<file path="src/rtl/ls_addr_gen_pkg.sv">
package ls_addr_gen_pkg;
   localparam int unsigned REG_IDX_W = 4;
   localparam int unsigned INSTR_W   = 32;

   typedef struct packed {
      logic                 in_class;
      logic                 pre;
      logic                 up;
      logic                 byte_sz;
      logic                 wbit;
      logic                 load;
      logic                 undef;
      logic                 bkpt;
      logic [REG_IDX_W-1:0] rn;
      logic [REG_IDX_W-1:0] rd;
      logic [REG_IDX_W-1:0] rm;
   } lsag_dec_t;
endpackage

</file>
<file path="src/rtl/ls_addr_gen_decode.sv">
module ls_addr_gen_decode
   import ls_addr_gen_pkg::*;
#(
   parameter logic [19:0] BKPT_CODE = 20'hFDEFE
) (
   input  logic [INSTR_W-1:0] instr_i,
   output lsag_dec_t          dec_o
);
   logic class_hit;
   logic trap_bit;
   logic bkpt_hit;
   logic unused_cond;

   assign unused_cond = ^instr_i[31:28];
   assign class_hit   = (instr_i[27:25] == 3'b011);
   assign trap_bit    = instr_i[4];
   assign bkpt_hit    = class_hit && trap_bit && (instr_i[27:20] == 8'h7F)
                        && (instr_i[19:0] == BKPT_CODE);

   always_comb begin
      dec_o          = '0;
      dec_o.in_class = class_hit;
      dec_o.pre      = instr_i[24];
      dec_o.up       = instr_i[23];
      dec_o.byte_sz  = instr_i[22];
      dec_o.wbit     = instr_i[21];
      dec_o.load     = instr_i[20];
      dec_o.bkpt     = bkpt_hit;
      dec_o.undef    = class_hit && trap_bit && !bkpt_hit;
      dec_o.rn       = instr_i[19:16];
      dec_o.rd       = instr_i[15:12];
      dec_o.rm       = instr_i[3:0];
   end
endmodule

</file>
<file path="src/rtl/ls_addr_gen_calc.sv">
module ls_addr_gen_calc #(
   parameter int unsigned DATA_W      = 32,
   parameter int unsigned ADDER_STYLE = 0
) (
   input  logic [DATA_W-1:0] base_i,
   input  logic [DATA_W-1:0] offset_i,
   input  logic              up_i,
   input  logic              pre_i,
   output logic [DATA_W-1:0] addr_o,
   output logic [DATA_W-1:0] sum_o
);
   localparam logic [DATA_W-1:0] ONE = {{(DATA_W-1){1'b0}}, 1'b1};

   generate
      if (ADDER_STYLE == 0) begin : g_shared
         logic [DATA_W-1:0] opnd;
         logic [DATA_W-1:0] cin;
         assign opnd  = up_i ? offset_i : ~offset_i;
         assign cin   = up_i ? '0 : ONE;
         assign sum_o = base_i + opnd + cin;
      end else begin : g_dual
         logic [DATA_W-1:0] s_add;
         logic [DATA_W-1:0] s_sub;
         assign s_add = base_i + offset_i;
         assign s_sub = base_i - offset_i;
         assign sum_o = up_i ? s_add : s_sub;
      end
   endgenerate

   assign addr_o = pre_i ? sum_o : base_i;
endmodule

</file>
<file path="src/rtl/ls_addr_gen_hazard.sv">
module ls_addr_gen_hazard
   import ls_addr_gen_pkg::*;
#(
   parameter int unsigned PC_IDX = 15
) (
   input  lsag_dec_t dec_i,
   output logic      wb_form_o,
   output logic      unpred_o
);
   localparam logic [REG_IDX_W-1:0] PC_REG = REG_IDX_W'(PC_IDX);

   logic [3:0] hit;

   assign wb_form_o = !dec_i.pre || dec_i.wbit;
   assign hit[0]    = (dec_i.rn == dec_i.rm);
   assign hit[1]    = (dec_i.rn == dec_i.rd);
   assign hit[2]    = (dec_i.rn == PC_REG);
   assign hit[3]    = (dec_i.rm == PC_REG);
   assign unpred_o  = wb_form_o && (|hit);
endmodule

</file>
<file path="src/rtl/ls_addr_gen.sv">
module ls_addr_gen
   import ls_addr_gen_pkg::*;
#(
   parameter int unsigned DATA_W      = 32,
   parameter int unsigned MODE_W      = 5,
   parameter int unsigned ADDER_STYLE = 0,
   parameter int unsigned PC_IDX      = 15,
   parameter logic [19:0] BKPT_CODE   = 20'hFDEFE
) (
   input  logic               clk,
   input  logic               rst_n,
   input  logic               req_valid_i,
   input  logic [31:0]        instr_i,
   input  logic [DATA_W-1:0]  base_i,
   input  logic [DATA_W-1:0]  offset_i,
   input  logic [MODE_W-1:0]  mode_i,
   input  logic               xfer_done_i,
   input  logic               xfer_abort_i,
   input  logic [DATA_W-1:0]  rdata_i,
   output logic               acc_valid_o,
   output logic [DATA_W-1:0]  acc_addr_o,
   output logic               acc_byte_o,
   output logic               acc_load_o,
   output logic               xlate_o,
   output logic               unpred_o,
   output logic               undef_o,
   output logic               bkpt_o,
   output logic               wb_en_o,
   output logic [DATA_W-1:0]  wb_val_o,
   output logic               ld_valid_o,
   output logic [DATA_W-1:0]  ld_data_o
);
   localparam int unsigned BYTE_W = 8;

   generate
      if (DATA_W < BYTE_W) begin : g_bad_width
         $error("ls_addr_gen: DATA_W must be at least 8");
      end
      if (MODE_W < 2) begin : g_bad_mode
         $error("ls_addr_gen: MODE_W must be at least 2");
      end
      if (ADDER_STYLE > 1) begin : g_bad_style
         $error("ls_addr_gen: ADDER_STYLE must be 0 or 1");
      end
      if (PC_IDX >= (1 << REG_IDX_W)) begin : g_bad_pc
         $error("ls_addr_gen: PC_IDX out of register range");
      end
   endgenerate

   lsag_dec_t         dec;
   logic [DATA_W-1:0] addr_nx;
   logic [DATA_W-1:0] sum_nx;
   logic              wb_form;
   logic              unpred_nx;
   logic              accept;
   logic              issue;
   logic              busy_q;
   logic              force_q;
   logic              wbreq_q;
   logic              unused_mode;

   ls_addr_gen_decode #(.BKPT_CODE(BKPT_CODE)) u_dec (
      .instr_i (instr_i),
      .dec_o   (dec)
   );

   ls_addr_gen_calc #(.DATA_W(DATA_W), .ADDER_STYLE(ADDER_STYLE)) u_calc (
      .base_i   (base_i),
      .offset_i (offset_i),
      .up_i     (dec.up),
      .pre_i    (dec.pre),
      .addr_o   (addr_nx),
      .sum_o    (sum_nx)
   );

   ls_addr_gen_hazard #(.PC_IDX(PC_IDX)) u_haz (
      .dec_i     (dec),
      .wb_form_o (wb_form),
      .unpred_o  (unpred_nx)
   );

   assign unused_mode = ^mode_i;
   assign accept      = req_valid_i && !busy_q && dec.in_class;
   assign issue       = accept && !dec.undef && !dec.bkpt;

   // flag and issue pulses
   always_ff @(posedge clk or negedge rst_n) begin
      if (!rst_n) begin
         acc_valid_o <= 1'b0;
         undef_o     <= 1'b0;
         bkpt_o      <= 1'b0;
         unpred_o    <= 1'b0;
      end else begin
         acc_valid_o <= issue;
         undef_o     <= accept && dec.undef;
         bkpt_o      <= accept && dec.bkpt;
         unpred_o    <= issue && unpred_nx;
      end
   end

   // captured access descriptor
   always_ff @(posedge clk or negedge rst_n) begin
      if (!rst_n) begin
         acc_addr_o <= '0;
         acc_byte_o <= 1'b0;
         acc_load_o <= 1'b0;
         wb_val_o   <= '0;
         wbreq_q    <= 1'b0;
      end else if (issue) begin
         acc_addr_o <= addr_nx;
         acc_byte_o <= dec.byte_sz;
         acc_load_o <= dec.load;
         wb_val_o   <= sum_nx;
         wbreq_q    <= wb_form;
      end
   end

   // outstanding transfer and completion
   always_ff @(posedge clk or negedge rst_n) begin
      if (!rst_n) begin
         busy_q     <= 1'b0;
         force_q    <= 1'b0;
         wb_en_o    <= 1'b0;
         ld_valid_o <= 1'b0;
         ld_data_o  <= '0;
      end else begin
         wb_en_o    <= 1'b0;
         ld_valid_o <= 1'b0;
         if (issue) begin
            busy_q  <= 1'b1;
            force_q <= !dec.pre && dec.wbit;
         end else if (busy_q && xfer_done_i) begin
            busy_q     <= 1'b0;
            force_q    <= 1'b0;
            wb_en_o    <= wbreq_q && !xfer_abort_i;
            ld_valid_o <= acc_load_o && !xfer_abort_i;
            if (acc_load_o && !xfer_abort_i) begin
               ld_data_o <= acc_byte_o
                  ? {{(DATA_W-BYTE_W){1'b0}}, rdata_i[BYTE_W-1:0]}
                  : rdata_i;
            end
         end
      end
   end

   assign xlate_o = force_q ? 1'b0 : (|mode_i[1:0]);
endmodule

</file>
<file path="config.mk">
export PLATFORM = sky130hd
export DESIGN_NAME = ls_addr_gen
export DESIGN_NICKNAME = d
export VERILOG_FILES = /design/src/rtl/ls_addr_gen_pkg.sv /design/src/rtl/ls_addr_gen_decode.sv /design/src/rtl/ls_addr_gen_calc.sv /design/src/rtl/ls_addr_gen_hazard.sv /design/src/rtl/ls_addr_gen.sv
export SDC_FILE = /design/constraint.sdc
export NUM_CORES = 1
export LEC_CHECK = 0
export BUFFER_PORTS_ARGS = -buffer_cell sky130_fd_sc_hd__buf_2
export CAP_MARGIN = 15
export CORE_ASPECT_RATIO = 0.75
export CORE_UTILIZATION = 30
export DETAILED_ROUTE_END_ITERATION = 10
export GPL_ROUTABILITY_DRIVEN = 0
export SYNTH_ARGS = -nofsm -noshare
export SYNTH_HDL_FRONTEND = slang
export SYNTH_SLANG_ARGS = --single-unit
</file>
<file path="constraint.sdc">
create_clock -name clk -period 3.8 [get_ports clk]
set_clock_uncertainty 0.15 [all_clocks]
set_input_delay 0.57 -clock clk [delete_from_list [all_inputs] [get_ports clk]]
set_output_delay 0.57 -clock clk [all_outputs]
set_load 0.02 [all_outputs]
</file>
# Yosys cells after proc, flatten, opt, wreduce, memory -nomap -nowiden
# Index checks and enable logic that the tools add are counted.
dict set report classes {
  n_addsub 2
  n_mul 0
  div 0
  order_cmp 0
  eq_ne 7
  shifts 0
  n_mux 12
  n_bitwise 2
  reduce_logical 26
}
# operator n
set op_table {}
lappend op_table {{$mux 32} 3}
lappend op_table {{$add 32x32->32} 2}
lappend op_table {{$not 32->32} 1}
lappend op_table {{$eq 20x20->1 const B} 1}
lappend op_table {{$logic_and 1x1->1} 16}
lappend op_table {{$mux 1} 9}
lappend op_table {{$eq 4x4->1} 2}
lappend op_table {{$eq 4x4->1 const B} 2}
lappend op_table {{$eq 8x7->1 const B} 1}
lappend op_table {{$logic_not 1->1} 5}
lappend op_table {{$reduce_or 4->1} 1}
lappend op_table {{$eq 3x2->1 const B} 1}
lappend op_table {{$reduce_and 3->1} 1}
lappend op_table {{$reduce_bool 2->1} 1}
lappend op_table {{$reduce_or 2->1} 1}
lappend op_table {{$logic_or 1x1->1} 1}
lappend op_table {{$not 1->1} 1}
dict set report word_totals {
  regBits 107
  latch_bits 0
  mem_bits_rw 0
  romBits 0
  inputBits 138
  out_inout_bits 105
  wordCells 63
  mem_count 0
}

# Depth between registers and ports, before layout
# Gate-level depths: netlist of the first run.
dict set report depth {
  word_depth 11
  ltp_mapped 13
  mapped_depth_nobuf 11
}

# Modules after synthesis
# A second synthesis of the first run with hierarchy kept.
dict set report unflattened {
  cells_unflattened 723
  area_unflattened_um2 7387.1
}
# module n_inst cells_each area_each_um2 seq_area_each_um2
set by_module_without_submodules {}
lappend by_module_without_submodules {ls_addr_gen 1 289 4192.8 2677.6}
lappend by_module_without_submodules {ls_addr_gen_calc 1 389 2856.5 0.0}
lappend by_module_without_submodules {ls_addr_gen_decode 1 30 224.0 0.0}
lappend by_module_without_submodules {ls_addr_gen_hazard 1 15 113.9 0.0}

# Least setup slack after synthesis of the first run
# OpenSTA, ideal clock, no wires.
dict set report synth_path {
  path_kind {input-to-reg}
  startpoint {in instr_i[23]}
  endpoint {reg acc_addr_o[29]}
  setup_ps 124
  t_arrival_ps 3344
  t_required_ps 3526
  path_slack_ps 183
  cell_stages 12
  cell_sequence {buf_2 > buf_1 > xnor2_1 > ha_1 > clkbuf_1 > nand4_1 > or4_4 > nor2_4 > o211ai_2 > o311a_4 > mux2i_1 > a211o_1}
}
dict set report synth_between {
  elab_chain_len 8
}
# item line
set synth_lines {}
lappend synth_lines {{start: declaration} ls_addr_gen.sv:13} ;# input logic [31:0] instr_i,
lappend synth_lines {{branches (longest 8 deep; another with $add 32x32->32)} n/a}
lappend synth_lines {{end signal: assignment} ls_addr_gen.sv:110} ;# acc_addr_o <= addr_nx;
lappend synth_lines {{end: declaration} ls_addr_gen.sv:21} ;# output logic [DATA_W-1:0] acc_addr_o,
# Parallel ways; which one is timed is not known.
# A chain may end at the register's enable or synchronous reset.

# Final worst setup path of the first run
dict set report layout_path {
  startpoint {in instr_i[23]}
  endpoint {reg acc_addr_o[28]}
}
# Same word-level chain as after synthesis.

==> results of run 1 <==
[cell usage after synthesis (4+ instances only)]
| cell type | instances |
|---|---|
| nand4_1 | 6 |
| a21oi_1 | 42 |
| a211o_1 | 4 |
| o21ai_1 | 5 |
| nor2_1 | 38 |
| a21o_1 | 11 |
| dfrtp_1 | 107 |
| and3_1 | 9 |
| inv_1 | 11 |
| mux2i_1 | 14 |
| nor4_1 | 4 |
| nor3b_1 | 5 |
| xor2_1 | 23 |
| o21ai_0 | 73 |
| nand3_1 | 16 |
| ha_1 | 33 |
| nor2b_1 | 4 |
| buf_2 | 5 |
| nand2b_1 | 28 |
| buf_1 | 6 |
| xnor2_1 | 44 |
| a31oi_1 | 4 |
| o21bai_1 | 6 |
| o21a_1 | 4 |
| clkbuf_1 | 28 |
| nand2_1 | 167 |
[path summary, 6_finish.rpt]
| path | start | endpoint | cells after the start |
|---|---|---|---|
| worst max-delay path | instr_i[23] | acc_addr_o[28]$_DFFE_PN0P_ | 14 |
| worst min-delay path | rst_n | acc_addr_o[22]$_DFFE_PN0P_ | 1 |
| worst max register to register | busy_q$_DFFE_PN0P_ | wb_val_o[21]$_DFFE_PN0P_ | 5 |
| worst min register to register | acc_addr_o[1]$_DFFE_PN0P_ | acc_addr_o[1]$_DFFE_PN0P_ | 2 |
| max in group asynchronous | rst_n | ld_data_o[9]$_DFFE_PN0P_ | 2 |
| min in group clk | rdata_i[0] | ld_data_o[0]$_DFFE_PN0P_ | 3 |
[kinds of logic (layout without fill, tap and decap cells)]
family | Yosys count | in the layout
AO/OA/AOI/OAI | 179 | 179
XOR/XNOR | 67 | 67
adder cells (fa/ha/maj) | 34 | 34
buffers and inverters | 51 | 278
flip-flops | 107 | 107
multiplexers | 17 | 17
other | 0 | 1
AND/OR/NAND/NOR | 298 | 298
[cell type report]
type                       instances  area [µm²]
antenna                            1        2.50
clock buffer                       9         225
clock inverter                     7        86.3
fill                            2197       12900
inverter                          12        45.0
multi-input combinational        595        3700
sequential                       107        2680
tap                              288         360
timing repair buffer             250        1330
[layer usage]
metal / global-route usage, % / vias to the layer above
met2: 28.3 / 218
met4: 4.27 / 0
li1: - / 3039
met1: 24.8 / 2813
met5: 0 / -
met3: 4.55 / 16
[per-stage QoR]
stage	hold WS, ns	instances	area (µm²)
5_1_grt	0.127	1268	8430
4_1_cts	0.111	1268	8430
3_5_place_dp	0.307	1252	8120
3_3_place_gp	0.302	1252	8120
6_report	0.0748	1269	8430
2_1_floorplan	0.124	753	6570
[report_power, final]
group	internal (mW)	switching [mW]
sequential	1.39	0.136
combinational	0.614	1.00
clock	0.477	0.506
total	2.48	1.64
==> impl_table.tex, run 1 <==
\begin{tabular}{lr}
\hline
Metric & Value \\
\hline
\multicolumn{2}{l}{\textbf{Status}} \\
Status & finished clean \\
\multicolumn{2}{l}{\textbf{Floorplan}} \\
Count of standard-cell rows & 46 \\
Die X-Extent & 173 µm \\
Initial Utilization & 30.9\% \\
Die Outline Area & 22500 µm² \\
DIE HEIGHT & about 130 µm \\
Floorplan core area & 21300 µm² \\
Io pins & 243 \\
\multicolumn{2}{l}{\textbf{Clock tree}} \\
Worst-Skew Late Latency & 0.36 ns \\
Root buffer selected by CTS & clkbuf\_16 \\
TritonCTS Buffers & 9 \\
Post-CTS repair timing setup buffer count & 0 \\
Number of resized instances in the post-cts repair step & 0 \\
Clock tree from TritonCTS & yes \\
H-tree depth & 3 \\
Clock slew seen by the registers of the worst setup and hold paths & 0.08 ns \\
Sink Count & roughly 110 \\
CTS max path bufs & 2 \\
Post-cts hold buffer count & 0 \\
\multicolumn{2}{l}{\textbf{Worst setup path}} \\
Worst-path cell with the longest stage delay & fa\_1 \\
Crit path launch type & input pin \\
Element type at the critical path end & register \\
Gate family responsible for the most delay along the worst path & compound AO/OA/AOI/OAI gates \\
Reg-to-reg slack, setup & 1.42 ns \\
CP Cell Sequence & buf\_2, buf\_12, xnor2\_1, inv\_1, fa\_1, nor2b\_1, o21bai\_1, a211oi\_2, o21ai\_2, o21ai\_1, buf\_4, a41oi\_2, mux2i\_1, a211o\_1 \\
Critical Setup Path Class & input pin to register \\
Count of buffer and inverter cells on the critical path & 4 \\
Endpoint required time on the critical path & 3.90 ns \\
Arrival time reported for the critical path endpoint & approximately 3.4 ns \\
Biggest cell delay along the critical path & 0.44 ns \\
CP Max Fanout & 10 \\
\multicolumn{2}{l}{\textbf{Route}} \\
WL met2 & 8900 µm \\
Vias & 6086 \\
Met1 layer wirelength in the final routing & about 9700 µm \\
Total DRC errors in the routed layout & 0 \\
Routed wire length per instance & 15.8 µm \\
Top Metal Used & met4 \\
Post-detailed-route via-to-cell ratio & 4.80 \\
First DRT Iteration DRCs & 278 \\
Antenna Nets Post-Route & 0 \\
Met3 wire length & 1280 µm \\
Pre-Repair DR Iteration Count & 4 \\
Wirelength, routed & about 20000 µm \\
\multicolumn{2}{l}{\textbf{Synthesis}} \\
Number of enable-type register cells in the synthesized netlist & 0 \\
Mux cell area share after synthesis & 2.65\% \\
Leading post-synthesis cells by cell area & dfrtp\_1 41\%, nand2\_1 9.5\%, ha\_1 6.3\% \\
Fraction of registers with async set/reset & 100\% \\
Post-synthesis sequential element count & between 100 and 150 \\
Compound-cell area share of the yosys netlist & 17.3\% \\
Post-synthesis share of cell area spent on full adders, half adders and majority gates & 6.59\% \\
Combinational family with the most area after synthesis & simple AND/OR/NAND/NOR gates \\
Count of different cell masters after synthesis & 62 \\
Top FF cell, synth & dfrtp\_1 \\
Library cell occupying the most area in the post-synthesis netlist & dfrtp\_1 \\
Area share of and/or/nand/nor cells after synthesis & around a fifth \\
Seq/Total Area, Yosys & 40.7\% \\
Yosys warnings & 0 \\
Area share of xor/xnor cells in the synthesized design & around 9\% \\
Fraction of synthesized cell area taken by the top area cell type & 40.7\% \\
Per-instance average area after synthesis & roughly 8.7 µm² \\
Summed instance area of the synthesized netlist & between 6000 and 7000 µm² \\
Total nets after synthesis & 925 \\
Mapped Cells & between 700 and 800 \\
\multicolumn{2}{l}{\textbf{Timing}} \\
Maximum frequency from static timing analysis & 302 MHz \\
Setup-failing EPs final & 0 \\
Transition at the pin with the smallest max-transition slack & 0.732 ns \\
Max\_slew headroom & 51.2\% \\
Number of max-slew violations in the final report & 0 \\
Final number of hold-violating endpoints & 0 \\
Setup TNS & 0 ns \\
RSZ-0062 raised after global routing & false \\
Final clock period utilization by the worst path & 87.2\% \\
PnR worst setup slack & 0.487 ns \\
Final period demand of the worst path & 3.31 ns \\
\multicolumn{2}{l}{\textbf{Final layout}} \\
Area Growth Syn to Fin & 28.3\% \\
Final core utilization & 39.6\% \\
Number of nets at the end of the flow & 1147 \\
Largest regs & acc\_addr\_o x32, ld\_data\_o x32, wb\_val\_o x32 \\
Top library cells by usage in the layout, fill and taps aside & 234 x buf\_2, 167 x nand2\_1, 107 x dfrtp\_1, 73 x o21ai\_0, 44 x xnor2\_1 \\
Most common library cell in the layout ignoring fill and taps & buf\_2 \\
Fraction of final layout cells sized beyond drive strength 1 & 29.4\% \\
\multicolumn{2}{l}{\textbf{Global route}} \\
Number of global-route vias before repair & 5779 \\
Aggregate global-route resource usage & 18.0\% \\
Wire length of the first global-routing pass & 31600 µm \\
Largest net degree at the start of global routing & 59 \\
Initial antenna violation count & 1 \\
Global route total overflow & 0 \\
\multicolumn{2}{l}{\textbf{Placed design}} \\
Placement Setup Slack & 0.124 ns \\
Placed wire-length estimate & 15300 µm \\
Count of buffers inserted at the top-level ports & between 200 and 250 \\
\multicolumn{2}{l}{\textbf{Worst hold path}} \\
Worst hold-check path type & input pin to asynchronous set/reset pin \\
\multicolumn{2}{l}{\textbf{Power and ir drop}} \\
Power Dens Cells & 489 nW/µm² \\
Max VDD drop & 0.289 mV \\
Static leakage power & 4.33 nW \\
Total power after layout & 4.12 mW \\
\multicolumn{2}{l}{\textbf{Flow run}} \\
Max\_cap viols & 0 \\
\hline
\end{tabular}
No activity file was read; power rests on OpenSTA's default activity.
==> run 2: changes to the inputs <==
--- a/config.mk
+++ b/config.mk
@@ -8,9 +8,10 @@
 export BUFFER_PORTS_ARGS = -buffer_cell sky130_fd_sc_hd__buf_2
 export CAP_MARGIN = 15
 export CORE_ASPECT_RATIO = 0.75
-export CORE_UTILIZATION = 30
+export CORE_UTILIZATION = 54
 export DETAILED_ROUTE_END_ITERATION = 10
 export GPL_ROUTABILITY_DRIVEN = 0
+export PLACE_DENSITY = 0.86
 export SYNTH_ARGS = -nofsm -noshare
 export SYNTH_HDL_FRONTEND = slang
 export SYNTH_SLANG_ARGS = --single-unit
==> run 2 against run 1 <==
  * Cell count down 10%
  * Fmax up 1.9%
  * Clock power down 3.0%
  * Worst setup slack better by 0.061 ns
  * Sequential cell count unchanged
  * Final area down 2.4%
  * Sequential share of layout area up 0.78 points
  * Sequential power about the same
  * Non-clock buffer count down 5
  * Register-to-register slack worse by 0.08 ns
  * Largest cell class unchanged
  * Largest power group unchanged
==> impl_table.tex, run 2 (synthesis gave the netlist of run 1 again) <==
\begin{tabular}{lr}
\hline
Metric & Value \\
\hline
\multicolumn{2}{l}{\textbf{Status}} \\
Status & finished clean \\
\multicolumn{2}{l}{\textbf{Final layout}} \\
Top library cells by usage in the layout, fill and taps aside & 234 x buf\_2, 167 x nand2\_1, 107 x dfrtp\_1, 73 x o21ai\_0, 44 x xnor2\_1 \\
Largest regs & acc\_addr\_o x32, ld\_data\_o x32, wb\_val\_o x32 \\
Area of combinational cells with multiple inputs & 3700 µm² (unchanged) \\
Number of non-filler instances in the completed layout & 1137 (-10\%) \\
Layout fillers & 889 (-60\%) \\
Area Growth Syn to Fin & 25.2\% \\
Most common library cell in the layout ignoring fill and taps & buf\_2 \\
Fraction of final layout cells sized beyond drive strength 1 & 29.0\% (-0.36 points) \\
Antenna cell count & 0 (-1) \\
Seq. cell area & 2680 µm² (unchanged) \\
Number of nets at the end of the flow & 1142 (-0.44\%) \\
\multicolumn{2}{l}{\textbf{Worst setup path}} \\
CP Max Fanout & 30 (+20) \\
Capture point of the worst reg-to-reg path & wb\_val\_o[21]\$\_DFFE\_PN0P\_ \\
Reg-to-reg slack, setup & 1.34 ns (-0.08 ns) \\
Worst reg-to-reg path cell count & 5 (unchanged) \\
Crit path launch type & input pin \\
Endpoint required time on the critical path & 3.89 ns (about the same) \\
Arrival time reported for the critical path endpoint & 3.34 ns (-0.07 ns) \\
Critical Setup Path Class & input pin to register \\
FF-to-FF Start & busy\_q\$\_DFFE\_PN0P\_ \\
Element type at the critical path end & register \\
\multicolumn{2}{l}{\textbf{Clock tree}} \\
Post-CTS repair timing setup buffer count & 0 (unchanged) \\
Number of resized instances in the post-cts repair step & 0 (unchanged) \\
H-tree depth & 3 (unchanged) \\
Clock tree from TritonCTS & yes \\
Clock slew seen by the registers of the worst setup and hold paths & 0.08 ns (about the same) \\
Post-cts hold buffer count & 0 (unchanged) \\
TritonCTS Buffers & 9 (unchanged) \\
Worst-Skew Late Latency & 0.35 ns (about the same) \\
Root buffer selected by CTS & clkbuf\_16 \\
CTS max path bufs & 2 (unchanged) \\
Sink Count & 107 (unchanged) \\
\multicolumn{2}{l}{\textbf{Global route}} \\
Initial antenna violation count & 0 (-1) \\
Number of global-route vias before repair & 5891 (+1.9\%) \\
Largest net degree at the start of global routing & 65 (+10\%) \\
Global route total overflow & 0 (unchanged) \\
Wire length of the first global-routing pass & 28100 µm (-11\%) \\
Aggregate global-route resource usage & 28.3\% (+10 points) \\
\multicolumn{2}{l}{\textbf{Timing}} \\
Final period demand of the worst path & 3.25 ns (-0.0612 ns) \\
Setup-failing EPs final & 0 (unchanged) \\
PnR worst setup slack & 0.548 ns (+0.0612 ns) \\
Final number of hold-violating endpoints & 0 (unchanged) \\
Number of max-slew violations in the final report & 0 (unchanged) \\
Setup TNS & 0 ns (unchanged) \\
Maximum frequency from static timing analysis & 307 MHz (+1.9\%) \\
Transition at the pin with the smallest max-transition slack & 0.767 ns (+0.0358 ns) \\
RSZ-0062 raised after global routing & false \\
Final clock period utilization by the worst path & 85.6\% (-1.6 points) \\
Max\_slew headroom & 48.8\% (-2.4 points) \\
\multicolumn{2}{l}{\textbf{Route}} \\
Wirelength, routed & 17500 µm (-13\%) \\
Routed wire length per instance & 15.4 µm (-2.4\%) \\
Pre-Repair DR Iteration Count & 5 (+1) \\
Post-detailed-route via-to-cell ratio & 5.43 (+13\%) \\
First DRT Iteration DRCs & 277 (-0.36\%) \\
Vias & 6171 (+1.4\%) \\
Total DRC errors in the routed layout & 0 (unchanged) \\
Antenna Nets Post-Route & 0 (unchanged) \\
\multicolumn{2}{l}{\textbf{Power and ir drop}} \\
Max VDD drop & 0.285 mV (-1.4\%) \\
Static leakage power & 4.31 nW (-0.49\%) \\
Power Dens Cells & 496 nW/µm² (+1.4\%) \\
\multicolumn{2}{l}{\textbf{Floorplan}} \\
Initial Utilization & 56.0\% (+25 points) \\
Count of standard-cell rows & 34 (-26\%) \\
DIE HEIGHT & 97.5 µm (-25\%) \\
Io pins & 243 (unchanged) \\
Floorplan core area & 11700 µm² (-45\%) \\
Die Outline Area & 12600 µm² (-44\%) \\
Die X-Extent & 129 µm (-25\%) \\
\multicolumn{2}{l}{\textbf{Flow run}} \\
Max\_cap viols & 0 (unchanged) \\
\multicolumn{2}{l}{\textbf{Placed design}} \\
Cell Count Post-Placement & 1121 (-10\%) \\
Count of buffers inserted at the top-level ports & 235 (unchanged) \\
Placement Setup Slack & 0.212 ns (+0.0880 ns) \\
Placed wire-length estimate & 13500 µm (-12\%) \\
\multicolumn{2}{l}{\textbf{Worst hold path}} \\
Worst hold-check path type & input pin to asynchronous set/reset pin \\
\hline
\end{tabular}
-- run 2: where the power goes --
group | total, mW | switching [mW] | internal [mW]
registers | 1.53 | 0.143 | 1.39
logic | 1.60 | 0.991 | 0.605
clock network | 0.954 | 0.478 | 0.476
-- run 2: layout make-up --
type,instances,share of cell area [%]
multi-input cells,595,45.0
flip-flops and latches,107,32.5
repair buffers,245,15.5
clock buffers,9,2.74
well taps,162,2.46
clock inverters,7,1.14
inverters,12,0.548
-- run 2: worst max-delay path, stage by stage --
cell and delay (ns):
buf_2 0.15, buf_12 0.23, xnor2_1 0.12, ha_1 0.37, nor2b_1 0.19, o21bai_1 0.13, a211oi_2 0.40, o21ai_2 0.16
o21ai_1 0.36, a41oi_2 0.21, mux2i_1 0.16, a211o_1 0.27
-- run 2: how the worst max path moves through the flow --
stage                      from                          to  slack, ns  cells past startpoint
finish              instr_i[23]  acc_addr_o[28]$_DFFE_PN0P_       0.55                     12
global route        instr_i[23]  acc_addr_o[19]$_DFFE_PN0P_       0.33                     12
CTS                 instr_i[23]  acc_addr_o[28]$_DFFE_PN0P_       0.59                     12
detailed placement  instr_i[23]  acc_addr_o[28]$_DFFE_PN0P_       0.21                     12
global placement    instr_i[23]  acc_addr_o[28]$_DFFE_PN0P_       0.27                     12
floorplan           instr_i[23]  acc_addr_o[29]$_DFFE_PN0P_       0.18                     12
-- run 2: layer usage --
metal  track usage (%)  share of wire [%]  vias up
li1                  -                  -     3027
met1              36.8                 44     2864
met2              46.4                 46      236
met3              5.29                6.7       44
met4              10.8                3.3        0
met5                 0                  0        -
-- run 2: stage by stage --
| step | hold WS, ns | utilization, % | power, mW | area, µm² |
|---|---|---|---|---|
| after CTS | 0.0701 | 70.1 | 4.11 | 8230 |
| final | 0.0592 | 70.1 | 4.08 | 8230 |
| after global placement | 0.299 | 67.3 | 3.10 | 7910 |
| after global routing | 0.0927 | 70.1 | 4.32 | 8230 |
| after detailed placement | 0.305 | 67.3 | 3.14 | 7910 |
| after floorplan | 0.124 | - | 2.57 | 6570 |
